`config.mk`:
```
export PLATFORM = sky130hd
export DESIGN_NAME = clkgen_watchdog
export DESIGN_NICKNAME = d
export VERILOG_FILES = /design/src/rtl/wd_pkg.sv /design/src/rtl/wd_tick_gen.sv /design/src/rtl/wd_interval_cnt.sv /design/src/rtl/wd_pulse.sv /design/src/rtl/wd_stage.sv /design/src/rtl/clkgen_watchdog.sv
export SDC_FILE = /design/constraint.sdc
export NUM_CORES = 1
export LEC_CHECK = 0
export BUFFER_PORTS_ARGS = -buffer_cell sky130_fd_sc_hd__clkbuf_2
export CAP_MARGIN = 20
export CORE_ASPECT_RATIO = 0.6
export CORE_UTILIZATION = 53
export DETAILED_ROUTE_END_ITERATION = 10
export GPL_TIMING_DRIVEN = 0
export HOLD_SLACK_MARGIN = 0.02
export PLACE_DENSITY = 0.75
export SLEW_MARGIN = 10
export SYNTH_ARGS = -nofsm -noshare
export SYNTH_HDL_FRONTEND = slang
export SYNTH_SLANG_ARGS = --single-unit
```
`constraint.sdc`:
```
create_clock -name clk -period 2.34 [get_ports clk]
set_input_delay 0.468 -clock clk [delete_from_list [all_inputs] [get_ports clk]]
set_output_delay 0.468 -clock clk [all_outputs]
set_load 0.05 [all_outputs]
```
`src/rtl/wd_pkg.sv`:
```
package wd_pkg;
  typedef enum logic [1:0] {
    STG_NORMAL   = 2'd0,
    STG_FALLBACK = 2'd1,
    STG_STRAP    = 2'd2
  } stage_t;
endpackage

```
`src/rtl/wd_tick_gen.sv`:
```
module wd_tick_gen #(
  parameter int unsigned TICK_CYCLES = 7159090
) (
  input  logic clk,
  input  logic rst_n,
  input  logic run,
  output logic tick
);
  localparam int unsigned PW = (TICK_CYCLES > 1) ? $clog2(TICK_CYCLES) : 1;
  localparam logic [PW-1:0] LAST = PW'(TICK_CYCLES - 1);

  logic [PW-1:0] pre_q;

  assign tick = run && (pre_q == LAST);

  always_ff @(posedge clk or negedge rst_n) begin
    if (!rst_n)        pre_q <= '0;
    else if (!run)     pre_q <= '0;
    else if (tick)     pre_q <= '0;
    else               pre_q <= pre_q + 1'b1;
  end
endmodule

```
`src/rtl/wd_interval_cnt.sv`:
```
module wd_interval_cnt #(
  parameter int unsigned IW = 6
) (
  input  logic          clk,
  input  logic          rst_n,
  input  logic          run,
  input  logic          tick,
  input  logic [IW-1:0] limit,
  output logic          expire
);
  logic [IW-1:0] cnt_q;
  logic [IW:0]   next_cnt;

  assign next_cnt = {1'b0, cnt_q} + 1'b1;
  assign expire   = run && tick && (next_cnt == {1'b0, limit});

  always_ff @(posedge clk or negedge rst_n) begin
    if (!rst_n)       cnt_q <= '0;
    else if (!run)    cnt_q <= '0;
    else if (expire)  cnt_q <= '0;
    else if (tick)    cnt_q <= next_cnt[IW-1:0];
  end
endmodule

```
`src/rtl/wd_pulse.sv`:
```
module wd_pulse #(
  parameter int unsigned LEN = 7159090
) (
  input  logic clk,
  input  logic rst_n,
  input  logic fire,
  output logic busy
);
  localparam int unsigned LW = (LEN > 1) ? $clog2(LEN) : 1;
  localparam logic [LW-1:0] LAST = LW'(LEN - 1);

  logic [LW-1:0] len_q;

  always_ff @(posedge clk or negedge rst_n) begin
    if (!rst_n) begin
      busy  <= 1'b0;
      len_q <= '0;
    end else if (fire && !busy) begin
      busy  <= 1'b1;
      len_q <= '0;
    end else if (busy) begin
      if (len_q == LAST) busy <= 1'b0;
      else               len_q <= len_q + 1'b1;
    end
  end
endmodule

```
`src/rtl/wd_stage.sv`:
```
module wd_stage
  import wd_pkg::*;
(
  input  logic   clk,
  input  logic   rst_n,
  input  logic   advance,
  output stage_t stage
);
  always_ff @(posedge clk or negedge rst_n) begin
    if (!rst_n) stage <= STG_NORMAL;
    else if (advance) begin
      unique case (stage)
        STG_NORMAL:   stage <= STG_FALLBACK;
        STG_FALLBACK: stage <= STG_STRAP;
        default:      stage <= STG_STRAP;
      endcase
    end
  end
endmodule

```
`src/rtl/clkgen_watchdog.sv`:
```
module clkgen_watchdog
  import wd_pkg::*;
#(
  parameter int unsigned TICK_CYCLES = 7159090,
  parameter int unsigned IW          = 6,
  parameter int unsigned CW          = 5
) (
  input  logic          clk,
  input  logic          rst_n,
  input  logic          wd_enable,
  input  logic [IW-1:0] wd_interval,
  input  logic [CW-1:0] target_code,
  input  logic [CW-1:0] fallback_code,
  input  logic [CW-1:0] strap_code,
  output logic          wd_reset_n,
  output logic [CW-1:0] freq_sel
);
  logic   pulsing;
  logic   armed;
  logic   tick;
  logic   expire;
  stage_t stage_q;

  assign armed = wd_enable && (wd_interval != '0) && !pulsing;

  wd_tick_gen #(.TICK_CYCLES(TICK_CYCLES)) u_tick (
    .clk(clk), .rst_n(rst_n), .run(armed), .tick(tick)
  );

  wd_interval_cnt #(.IW(IW)) u_cnt (
    .clk(clk), .rst_n(rst_n), .run(armed), .tick(tick),
    .limit(wd_interval), .expire(expire)
  );

  wd_pulse #(.LEN(TICK_CYCLES)) u_pulse (
    .clk(clk), .rst_n(rst_n), .fire(expire), .busy(pulsing)
  );

  wd_stage u_stage (
    .clk(clk), .rst_n(rst_n), .advance(expire), .stage(stage_q)
  );

  assign wd_reset_n = !pulsing;

  always_comb begin
    unique case (stage_q)
      STG_FALLBACK: freq_sel = fallback_code;
      STG_STRAP:    freq_sel = strap_code;
      default:      freq_sel = target_code;
    endcase
  end
endmodule

```
Word level (Yosys, flattened, before mapping)
Cells that the tools add are included.
{"block": "op_classes", "add_sub_neg": 3, "n_eq_ne": 7, "n_mux": 13, "reduce_logical": 11}
{"op": "two-way mux 23 bit", "n": 5}
{"op": "adder 23 x 1 -> 23 bit, second input constant", "n": 2}
{"op": "== test 23 bit, second input constant", "n": 2}
{"op": "two-way mux 6 bit", "n": 3}
{"op": "one-hot mux 5 bit (2 select lines)", "n": 1}
{"op": "adder 6 x 1 -> 7 bit, second input constant", "n": 1}
{"op": "== test 7 x 6 -> 1 bit", "n": 1}
{"op": "logical AND 1 bit", "n": 6}
{"op": "nonzero test 6 bit", "n": 1}
{"op": "two-way mux 1 bit", "n": 3}
{"op": "inequality test 3 x 2 -> 1 bit, second input constant", "n": 1}
{"op": "== test 2 x 1 -> 1 bit, second input constant", "n": 1}
{"op": "== test 2 bit, second input constant", "n": 1}
{"op": "logical NOT 2 bit", "n": 1}
{"op": "two-way mux 2 bit", "n": 1}
{"op": "inequality test 2 x 1 -> 1 bit, second input constant", "n": 1}
{"op": "AND reduction 2 bit", "n": 1}
{"op": "nonzero test 2 bit", "n": 1}
{"op": "logical NOT 1 bit", "n": 1}
{"block": "totals", "reg_bits": 55, "input_bits": 24, "out_inout_bits": 6}

Logic depth before layout (Yosys ltp)
{"block": "logic_depth", "word_depth": 9, "ltp_mapped": 9}

Cells and area by module
Synthesis repeated with hierarchy kept, for this count alone.
{"block": "hier_totals", "cells_unflattened": 340, "area_unflattened_um2": 3151.8}
{"mod": "wd_pulse", "n_inst": 1, "cells_per_inst": 132, "area_per_inst_um2": 1262.5, "seq_area_each_um2": 600.6}
{"mod": "wd_tick_gen", "n_inst": 1, "cells_per_inst": 129, "area_per_inst_um2": 1209.9, "seq_area_each_um2": 575.6}
{"mod": "wd_interval_cnt", "n_inst": 1, "cells_per_inst": 51, "area_per_inst_um2": 462.9, "seq_area_each_um2": 150.1}
{"mod": "clkgen_watchdog", "n_inst": 1, "cells_per_inst": 23, "area_per_inst_um2": 138.9, "seq_area_each_um2": 0.0}
{"mod": "wd_stage", "n_inst": 1, "cells_per_inst": 5, "area_per_inst_um2": 77.6, "seq_area_each_um2": 50.0}

Least setup slack after synthesis
OpenSTA, ideal clock, no wires.
{"block": "synth_path", "path_type": "reg2reg", "startpoint": "register u_cnt.cnt_q[0]", "endpoint": "register u_stage.stage[0]", "setup_ns": 0.127, "arrival_ns": 2.258, "required_time_ns": 2.213, "setup_slack_ns": -0.045, "path_stages_with_launch": 7, "path_cell_list": "dfrtp_1 -> ha_1 -> xor2_1 -> a211o_1 -> or3_1 -> nor4_4 -> mux2_1"}
{"block": "synth_between", "elab_chain_len": 3}
{"item": "start: declaration", "line": "wd_interval_cnt.sv:11", "rtl": "logic [IW-1:0] cnt_q;"}
{"item": "start signal: assignment", "line": "wd_interval_cnt.sv:21", "rtl": "else if (tick) cnt_q <= next_cnt[IW-1:0];"}
{"item": "adder 6 x 1 -> 7 bit", "line": "wd_interval_cnt.sv:14", "rtl": "assign next_cnt = {1'b0, cnt_q} + 1'b1;"}
{"item": "== test 7 x 6 -> 1 bit", "line": "wd_interval_cnt.sv:15", "rtl": "assign expire = run && tick && (next_cnt == {1'b0, limit});"}
{"item": "logical AND 1 bit", "line": "wd_interval_cnt.sv:15"}
{"item": "end signal: assignment", "line": "wd_stage.sv:10", "rtl": "if (!rst_n) stage <= STG_NORMAL;"}
{"item": "end signal: assignment", "line": "wd_stage.sv:13", "rtl": "STG_NORMAL: stage <= STG_FALLBACK;"}
{"item": "end signal: assignment", "line": "wd_stage.sv:14", "rtl": "STG_FALLBACK: stage <= STG_STRAP;"}
{"item": "end: declaration", "line": "wd_stage.sv:7", "rtl": "output stage_t stage"}
Every way passes these cells.
A chain may end at the register's enable or synchronous reset.

Final worst setup path
Same ends and word-level chain as after synthesis.

==> PnR_summary.wiki <==
{| class="wikitable"
! Metric !! Value
|-
| Cell area after synthesis || 3120 um^2
|-
| Synth area leader || sky130_fd_sc_hd__dfrtp_1
|-
| Post-DP HPWL || 4840 um
|-
| Worst ir drop on vdd || 0.271 mV
|-
| Transition time of the tightest slew-check pin || 767 ps
|-
| Sequential group share of total power || 0.536
|-
| Area delta synth->final || 15.4%
|-
| Top-level port count || 30
|-
| Delay-heaviest family, CP || simple AND/OR/NAND/NOR gates
|-
| Areal power density over the cells || 492 nW/um^2
|-
| Post-synthesis area per instance || 9.55 um^2
|-
| Starting density of the core || 0.555
|-
| Final period demand of the worst path || 2290 ps
|-
| Insertion delay of the later-clocked pin in the worst-skew pair || 310 ps
|-
| Number of buffers inserted during clock tree synthesis || 5
|-
| Count of antenna diodes in the layout || 0
|-
| Switching power of the nets || 0.000368 W
|-
| Critical-path cell list || ha_4 -> xor2_1 -> a211o_1 -> or3_4 -> nor4_4 -> buf_6 -> mux2_4
|-
| Worst Hold Margin || 232 ps
|-
| Layout Cells excl Fill || 449
|-
| Inst Count DP || 436
|-
| Worst setup skew after layout || 15.0 ps
|-
| Instance count of the mapped netlist || 327
|-
| Max Clk Rate || 437 MHz
|-
| Asr flop ratio synth || 1.00
|-
| Ratio of final minimum period to clock period || 0.977
|-
| Max Transition Viols Final || 0
|-
| Post-Place Setup Slack || -212 ps
|-
| Fillers || 504
|-
| Delay of the slowest cell on the worst path || 430 ps
|-
| Sequential fraction of the synthesis area || 0.441
|-
| Synth Net Count || 359
|-
| First-pass GRT wire length || 11100 um
|-
| Unrepaired setup endpoints after global routing || true
|-
| Slowest-stage cell, CP || sky130_fd_sc_hd__dfrtp_2
|-
| TritonCTS clock tree || yes
|-
| Flip-flop and latch count after synthesis || 55
|-
| Flip-flop cell with the highest count after synthesis || sky130_fd_sc_hd__dfrtp_1
|-
| Run status || complete, no violations
|-
| Yosys top cell area share || 0.441
|-
| Combinational Power Share || 0.045
|-
| Area of all placed cells without fillers || 3600 um^2
|-
| Max-cap viol count || 0
|-
| DRC marker count from the first detailed-route iteration || 147
|-
| Register area || 1380 um^2
|-
| Area of placed instances || 3390 um^2
|-
| Setup slack of the critical path after layout || 53.9 ps
|-
| Total global-route track usage || 0.233
|-
| Leading cell types by total area after synthesis || sky130_fd_sc_hd__dfrtp_1, sky130_fd_sc_hd__xnor2_1, sky130_fd_sc_hd__nor2_1, sky130_fd_sc_hd__xor2_1, sky130_fd_sc_hd__nand3_1
|-
| DRC violation count after routing || 0
|-
| Aggregate routed wire length || 6840 um
|-
| CP max FO || 5
|-
| Antenna violation net count after detailed routing || 0
|-
| Path type of the worst setup path || register to register
|-
| Count of buffers from port buffering || 29
|-
| Number of setup violations in the final report || 0
|-
| Remaining max-slew budget at the tightest pin || 0.488
|-
| Horizontal die dimension || 101 um
|-
| End-of-flow core utilization || 0.640
|-
| Data arrival time of the critical path || 2480 ps
|-
| Length of the first detailed-routing pass in iterations || 4
|-
| Class of the tightest hold or removal check || input port to asynchronous set/reset pin
|-
| Number of global-route vias before repair || 2284
|-
| Initial antenna violation count || 0
|-
| Library cell used as clock root buffer || sky130_fd_sc_hd__clkbuf_8
|-
| Routability-driven placement congestion ratio || 0.845
|-
| Die Y-Extent || 61.4 um
|-
| Total number of clock tree sinks || 55
|-
| Internal power || 0.00140 W
|-
| Leakage component of the power || 1.47 nW
|-
| Fraction of power consumed by the clock network || 0.419
|-
| Synthesis warning total || 0
|-
| GR Overflow Total || 0
|-
| Sort of element at the end of the critical path || register
|-
| Rows || 21
|-
| Distinct cell type count after synthesis || 46
|-
| Most frequent cells in the layout || sky130_fd_sc_hd__dfrtp_1, sky130_fd_sc_hd__nor2_1, sky130_fd_sc_hd__clkbuf_2
|-
| Floorplan core area || 5620 um^2
|-
| Area of the multi-input gates || 1680 um^2
|-
| Hold Violations, Final || 0
|-
| Number of buffers on the longest clock path || 2
|-
| Clock transition at the registers of the reported paths || 110 ps
|-
| Critical path startpoint category || register
|-
| Fraction of layout instances using a drive strength above 1 || 0.165
|-
| Vias after detailed routing || 2633
|-
| Worst path required time || 2530 ps
|-
| Per-cell routed wire length || 15.2 um
|-
| Via-per-instance ratio || 5.86
|-
| Buffer and inverter count on the worst path || 1
|-
| Fraction of power spent switching nets || 0.207
|-
| Pin count of the biggest net entering global routing || 56
|-
| Number of enable-type register cells in the synthesized netlist || 0
|-
| H-tree depth || 2
|-
| Number of nets in the final layout || 400
|-
| Most common library cell in the layout ignoring fill and taps || sky130_fd_sc_hd__dfrtp_1
|-
| Overall die area || 6210 um^2
|}
-- metal layers --
layer  global-route usage  up-vias  part of all wire
li1                     -     1267                 -
met2                0.338       91              0.41
met1                0.362     1266              0.52
met4               0.0476        0            0.0067
met3               0.0409        9             0.064
met5                    0        -                 0
-- sequential cells by signal, indices dropped and copies added, names as in the netlist --
signal,flops
u_pulse.len_q,23
u_tick.pre_q,23
u_cnt.cnt_q,6
u_stage.stage,2
u_pulse.busy,1
-- worst register-to-register path: stages (launching register included) --
cell                      delay [ps]
sky130_fd_sc_hd__dfrtp_2         430
sky130_fd_sc_hd__ha_4            250
sky130_fd_sc_hd__xor2_1          130
sky130_fd_sc_hd__a211o_1         230
sky130_fd_sc_hd__or3_4           410
sky130_fd_sc_hd__nor4_4          270
sky130_fd_sc_hd__buf_6           160
sky130_fd_sc_hd__mux2_4          300
-- Yosys cell counts, types with 2 or more instances --
library cell	count
sky130_fd_sc_hd__nor4_1	5
sky130_fd_sc_hd__nand2_1	11
sky130_fd_sc_hd__a21oi_1	15
sky130_fd_sc_hd__inv_1	13
sky130_fd_sc_hd__o31ai_1	7
sky130_fd_sc_hd__buf_2	5
sky130_fd_sc_hd__o21ai_0	5
sky130_fd_sc_hd__and2_1	3
sky130_fd_sc_hd__clkbuf_1	3
sky130_fd_sc_hd__nor3_1	6
sky130_fd_sc_hd__or4_1	10
sky130_fd_sc_hd__nor2_1	45
sky130_fd_sc_hd__nand3_1	21
sky130_fd_sc_hd__o2111ai_1	2
sky130_fd_sc_hd__and4_1	6
sky130_fd_sc_hd__xnor2_1	27
sky130_fd_sc_hd__nor4b_1	5
sky130_fd_sc_hd__ha_1	8
sky130_fd_sc_hd__dfrtp_1	55
sky130_fd_sc_hd__nand4_1	10
sky130_fd_sc_hd__buf_4	3
sky130_fd_sc_hd__mux2i_1	3
sky130_fd_sc_hd__and3_1	10
sky130_fd_sc_hd__or3_1	3
sky130_fd_sc_hd__a22oi_1	5
sky130_fd_sc_hd__nand2b_1	2
sky130_fd_sc_hd__a31oi_1	2
sky130_fd_sc_hd__o22ai_1	5
sky130_fd_sc_hd__xor2_1	15
-- path summary, 6_finish.rpt --
path | from | end | slack (ps) | cells past startpoint
worst max register to register | u_cnt.cnt_q[0] | u_stage.stage[0] | 50 | 7
min in group clk | wd_enable | u_cnt.cnt_q[2] | 500 | 3
worst min register to register | u_tick.pre_q[0] | u_tick.pre_q[0] | 540 | 1
worst min-delay path | rst_n | u_pulse.len_q[7] | 230 | 1
max in group asynchronous | rst_n | u_cnt.cnt_q[0] | 1550 | 1
worst max-delay path | u_cnt.cnt_q[0] | u_stage.stage[0] | 50 | 7
-- power groups by stage --
stage | sequential (W) | clock (W) | combinational (W)
after global routing | 0.000950 | 0.000796 | 0.0000886
after CTS | 0.000950 | 0.000757 | 0.0000795
after global placement | 0.000969 | 0 | 0.0000771
after detailed placement | 0.000968 | 0 | 0.0000794
after floorplan | 0.000969 | 0 | 0.0000313
final | 0.000950 | 0.000742 | 0.0000802
-- area by class of cell --
cell class                 instances  area share
buffer                            10      0.0160
clock buffer                       6      0.0202
clock inverter                     2      0.0167
inverter                          13      0.0136
multi-input combinational        248       0.468
sequential                        55       0.383
tap                               80      0.0278
timing repair buffer              35      0.0556
-- cells by family (layout without fill, tap and decap cells) --
logic type,Yosys count,in the layout,synth area share
adders and majority gates,8,8,0.0321
AOI/OAI and AO/OA,50,50,0.107
muxes,4,4,0.0132
xor gates and xnor gates,42,42,0.118
DFF,55,55,0.441
and+or+nand+nor,144,144,0.254
buffers and inverters,24,66,0.0345
-- per-stage QoR --
stage	setup TNS [ps]	total power, W
CTS	0	0.00179
detailed placement	-7280	0.00105
global placement	-3980	0.00105
floorplan	0	0.00100
finish	0	0.00177
global route	-89.0	0.00183
-- what timing repair did --
item / CTS / global route
gates resized for setup: 4 / 7
buffers inserted: 5 / 1
pin swaps: 2 / 5
setup endpoints to repair: 24 / 38
hold buffers: 0 / 0
Note: power is estimated with default switching activity, not from simulation.
